### src/rtl/uart_regbank.sv
module uart_regbank (
  input  logic        clk,
  input  logic        rst_n,
  input  logic        bus_sel,
  input  logic        bus_wr,
  input  logic [2:0]  bus_addr,
  input  logic [7:0]  bus_wdata,
  output logic [7:0]  bus_rdata,
  input  logic [7:0]  rx_byte,
  output logic        rx_pop,
  output logic        tx_push,
  output logic [7:0]  tx_byte,
  output logic        fifo_ctl_wr,
  output logic [7:0]  fifo_ctl,
  input  logic [7:0]  int_id,
  input  logic [7:0]  modem_stat,
  input  logic        st_rx_ready,
  input  logic        st_tx_hold_empty,
  input  logic        st_tx_idle,
  input  logic        ev_overrun,
  input  logic        ev_parity,
  input  logic        ev_framing,
  input  logic        ev_break,
  output logic [1:0]  word_len,
  output logic        two_stop,
  output logic        parity_en,
  output logic        even_parity,
  output logic        stick_parity,
  output logic        send_break,
  output logic        div_access,
  output logic        dtr,
  output logic        rts,
  output logic        out1,
  output logic        out2,
  output logic        loopback,
  output logic        auto_flow,
  output logic [3:0]  int_en,
  output logic [15:0] divisor
);
  localparam logic [2:0] OFS_DATA = 3'd0;
  localparam logic [2:0] OFS_IEN  = 3'd1;
  localparam logic [2:0] OFS_FIFO = 3'd2;
  localparam logic [2:0] OFS_LINE = 3'd3;
  localparam logic [2:0] OFS_MODM = 3'd4;
  localparam logic [2:0] OFS_LSTS = 3'd5;
  localparam logic [2:0] OFS_MSTS = 3'd6;

  logic [7:0]  line_q;
  logic [5:0]  modem_q;
  logic [3:0]  ien_q;
  logic [15:0] div_q;
  logic [3:0]  err_q;
  logic        rdy_q, hold_q, idle_q;

  wire rd_acc = bus_sel & ~bus_wr;
  wire wr_acc = bus_sel & bus_wr;
  wire bank   = line_q[7];
  wire [3:0] ev_now = {ev_break, ev_framing, ev_parity, ev_overrun};
  wire lsts_rd = rd_acc & (bus_addr == OFS_LSTS);

  assign tx_push     = wr_acc & (bus_addr == OFS_DATA) & ~bank;
  assign rx_pop      = rd_acc & (bus_addr == OFS_DATA) & ~bank;
  assign fifo_ctl_wr = wr_acc & (bus_addr == OFS_FIFO);
  assign tx_byte     = bus_wdata;
  assign fifo_ctl    = bus_wdata;

  always_ff @(posedge clk) begin
    if (!rst_n) begin
      line_q  <= '0;
      modem_q <= '0;
      ien_q   <= '0;
      div_q   <= '0;
    end else if (wr_acc) begin
      case (bus_addr)
        OFS_DATA: if (bank) div_q[7:0] <= bus_wdata;
        OFS_IEN:  if (bank) div_q[15:8] <= bus_wdata;
                  else      ien_q <= bus_wdata[3:0];
        OFS_LINE: line_q  <= bus_wdata;
        OFS_MODM: modem_q <= bus_wdata[5:0];
        default: ;
      endcase
    end
  end

  always_ff @(posedge clk) begin
    if (!rst_n) begin
      err_q  <= '0;
      rdy_q  <= 1'b0;
      hold_q <= 1'b1;
      idle_q <= 1'b1;
    end else begin
      err_q  <= (lsts_rd ? 4'd0 : err_q) | ev_now;
      rdy_q  <= st_rx_ready;
      hold_q <= st_tx_hold_empty;
      idle_q <= st_tx_idle;
    end
  end

  always_comb begin
    bus_rdata = 8'h00;
    case (bus_addr)
      OFS_DATA: bus_rdata = bank ? div_q[7:0] : rx_byte;
      OFS_IEN:  bus_rdata = bank ? div_q[15:8] : {4'h0, ien_q};
      OFS_FIFO: bus_rdata = int_id;
      OFS_LINE: bus_rdata = line_q;
      OFS_MODM: bus_rdata = {2'b00, modem_q};
      OFS_LSTS: bus_rdata = {1'b0, idle_q, hold_q, err_q, rdy_q};
      OFS_MSTS: bus_rdata = modem_stat;
      default:  bus_rdata = 8'h00;
    endcase
  end

  assign word_len     = line_q[1:0];
  assign two_stop     = line_q[2];
  assign parity_en    = line_q[3];
  assign even_parity  = line_q[4];
  assign stick_parity = line_q[5];
  assign send_break   = line_q[6];
  assign div_access   = line_q[7];
  assign dtr          = modem_q[0];
  assign rts          = modem_q[1];
  assign out1         = modem_q[2];
  assign out2         = modem_q[3];
  assign loopback     = modem_q[4];
  assign auto_flow    = modem_q[5];
  assign int_en       = ien_q;
  assign divisor      = div_q;
endmodule

### config.mk
export PLATFORM = sky130hd
export DESIGN_NAME = uart_regbank
export DESIGN_NICKNAME = d
export VERILOG_FILES = /design/src/rtl/uart_regbank.sv
export SDC_FILE = /design/constraint.sdc
export NUM_CORES = 1
export LEC_CHECK = 0
export BUFFER_PORTS_ARGS = -buffer_cell sky130_fd_sc_hd__buf_2
export CORE_MARGIN = 10
export CORE_UTILIZATION = 25
export CTS_BUF_LIST = sky130_fd_sc_hd__clkbuf_4
export DETAILED_ROUTE_END_ITERATION = 12
export GPL_ROUTABILITY_DRIVEN = 0
export SKIP_LAST_GASP = 1
export SYNTH_ARGS = -nofsm -noshare
export SYNTH_HDL_FRONTEND = slang
export SYNTH_SLANG_ARGS = --single-unit
### constraint.sdc
create_clock -name clk -period 2.3 [get_ports clk]
set_input_delay 0.575 -clock clk [delete_from_list [all_inputs] [get_ports clk]]
set_output_delay 0.575 -clock clk [all_outputs]
set_load 0.01 [all_outputs]
==> metrics.md <==
| Metric | Value |
|---|---|
| Post-Syn Area per Cell | 8.43 um2 |
| Main flop type after synthesis | dfxtp_1 |
| Pwr Density | around 450 mW/mm2 |
| Crit-path max FO | 6 |
| Int Power | approximately 1.1 mW |
| Final period utilization | 1.06 |
| Detailed router's first-iteration violation count | ~180 |
| Seq pwr share | 0.476 |
| I/O pin count | ~110 |
| FF+latch count, synth | between 40 and 50 |
| Syn nets | roughly 340 |
| Psw | roughly 0.42 mW |
| Die Y-Extent | ~120 um |
| Initial cell density of the core | 0.256 |
| CP endpoint kind | output pin |
| Seq/Total Area, Yosys | 0.328 |
| All-Layer GR Usage | 0.132 |
| Max rail drop VDD | ~0.00021 V |
| DRC | 0 |
| Pre-CTS WS | -122 ps |
| Root Driver | clkbuf_4 |
| Core area | just under 0.01 mm2 |
| GR Overflow Total | 0 |
| Vias | 2621 |
| Layout area overhead | 37.2% |
| Die Area | between 0.01 and 0.015 mm2 |
| Cell taking the most area after synthesis | dfxtp_1 |
| Netlist Area Pre-Place | about 0.0025 mm2 |
| Min-Delay Path Class | input pin to flip-flop |
| Antenna cell count | 0 |
| Final Instance Area | 0.00343 mm2 |
| Cts bufs inserted | 5 |
| Tightest Pin Transition | about 670 ps |
| Yosys cell types | 39 |
| Worst EP required | between 1500 and 2000 ps |
| Max-slew violations | 0 |
| Total chip power | between 1.5 and 2 mW |
| Hpwl dp | approximately 7700 um |
| Synth async-reset ratio | 0 |
| DIE WIDTH | between 100 and 150 um |
| Hold depth | 2 |
| Detailed Route WL | between 10000 and 15000 um |
| Post-DRT Antenna Nets | 0 |
| Sw Share | 0.275 |
| Routed length per instance | between 15 and 20 um |
| FP Rows | 36 |
| Max-cap viol count | 0 |
| Vias/cell | 4.93 |
| Bufs on Longest Clock Path | 2 |
| Pleak | about 1.5 nW |
| Gate power share | 0.206 |
| Synth warn | 0 |
| Post-route insts no fill | about 530 |
| Dpl cells | slightly above 500 |
| Share of the synthesized area in the top cell type | 0.328 |
| Clock skew | around 4.3 ps |
| Status | complete, but fails checks |
| Post-DP Area | between 0.003 and 0.004 mm2 |
| Clock power frac | 0.318 |
| CTS clk-pin slew, worst paths | about 130 ps |
| Antenna violations before repair | 0 |
| # setup viols final | 8 |
| Worst skew pair latency | around 350 ps |
| Post-layout nets | 444 |
| Fmax | about 400 MHz |
| CP Launch Type | flip-flop |
| Hold-fix buffers, CTS | 0 |
| EDFF count, synth | 0 |
| CP Class | flip-flop to output pin |
| Worst Path Arrival | 1870 ps |
| # port buffers | around 110 |
| Vias in the first global route | ~2700 |
| Final worst path period need | 2440 ps |
| R2R cell count | 5 |
| Final Hold Fails | 0 |
| First-pass GRT wire length | approximately 15000 um |
| Largest cells by area after synthesis | dfxtp_1, a21boi_0, o21ai_0 |
| Synth top cells by count | a21boi_0, dfxtp_1, o21ai_0 |
| Share of cells above drive strength 1 | 0.431 |
| Slew HR | 0.553 |
| RSZ-0062 raised after global routing | true |
| TritonCTS clock tree | built |
| WHS | slightly above 400 ps |
| Mapped Cells | roughly 300 |
| Failing checks | setup timing |
| Setup ws final | -143 ps |
| # clock sinks | 41 |
| Largest net degree at the start of global routing | 42 |
| H-Tree Depth | 2 |
| 1st-pass router iterations | 4 |
## metal layers
metal	part of all wire	vias up	GRT usage	wire length [um]
met5	0	-	0	0
met4	0.0080	0	0.0189	80
met3	0.092	8	0.0469	921
met2	0.48	112	0.216	4780
met1	0.42	1231	0.167	4250
li1	-	1270	-	-
## what timing repair did
| item | 4_1_cts | 5_1_grt |
|---|---|---|
| endpoints found under the setup margin | 8 | 8 |
| endpoints found under the hold margin | 0 | 0 |
| resized for setup | 15 | 23 |
| setup buffers | 3 | 2 |
| pin swaps | 2 | 4 |
## registers in the layout, indices dropped and copies added, names as in the netlist
register / flops
modem_q: 6
divisor: 16
line_q: 8
int_en: 4
err_q: 4
rdy_q: 1
hold_q: 1
idle_q: 1
## power groups by stage
stage	clock network, mW	logic, mW	registers [mW]
finish	0.487	0.315	0.728
global route	0.524	0.340	0.730
CTS	0.497	0.296	0.728
detailed placement	0	0.285	0.745
global placement	0	0.282	0.744
floorplan	0	0.159	0.744
## cell families (layout without fill, tap and decap cells)
family	count (synthesis)	count (layout)	synth area share
buffers and inverters	45	147	0.100
AND/OR/NAND/NOR	92	92	0.227
flip-flops	41	41	0.328
multiplexers	18	18	0.0750
AO/OA/AOI/OAI	101	101	0.270
## final cells by class
| class | instances | area (um2) |
|---|---|---|
| clock buffer | 6 | 45.0 |
| timing repair buffer | 137 | 817 |
| inverter | 2 | 7.51 |
| fill | 1053 | 6340 |
| tap | 133 | 166 |
| sequential | 41 | 825 |
| clock inverter | 2 | 33.8 |
| multi-input combinational | 211 | 1540 |
## layout by cell type, fill, tap and decap left out, types with 2 or more instances in the layout
| cell type | count |
|---|---|
| o22a_1 | 2 |
| buf_8 | 2 |
| inv_1 | 2 |
| mux2i_4 | 3 |
| o21a_1 | 4 |
| a21boi_0 | 41 |
| nand2_1 | 3 |
| a22o_1 | 5 |
| nand3b_1 | 16 |
| and3b_1 | 7 |
| nor2b_1 | 3 |
| mux2_2 | 3 |
| a21oi_1 | 4 |
| mux2_4 | 3 |
| or3b_2 | 2 |
| dfxtp_1 | 40 |
| nor2_1 | 6 |
| nand3_1 | 34 |
| nor2_2 | 2 |
| nand2b_1 | 5 |
| buf_4 | 27 |
| mux2i_1 | 7 |
| or4_4 | 3 |
| buf_6 | 7 |
| nor3b_1 | 2 |
| clkbuf_4 | 6 |
| buf_2 | 101 |
| mux2i_2 | 2 |
| o21ai_0 | 36 |
| o2bb2ai_1 | 2 |
| and2_1 | 2 |
## critical path: stages, from the launching register on
cell	delay, ps
dfxtp_4	430
buf_8	150
mux2i_4	260
nor2_2	60
or4_4	480
buf_6	140
## metrics by stage
stage	util	setup TNS [ps]
floorplan	-	0
global placement	0.322	-338
detailed placement	0.322	-503
CTS	0.338	-605
global route	0.351	-1310
finish	0.351	-649
## worst paths after layout
path                                                from                       end  slack (ps)
worst max-delay path              line_q[7]$_SDFFE_PN0P_              bus_rdata[3]        -140
worst min-delay path                          st_tx_idle         idle_q$_SDFF_PN1_         400
worst max register to register    line_q[7]$_SDFFE_PN0P_   divisor[4]$_SDFFE_PN0P_         580
worst min register to register  divisor[10]$_SDFFE_PN0P_  divisor[10]$_SDFFE_PN0P_         510
Power figures use the tool's default switching activity.
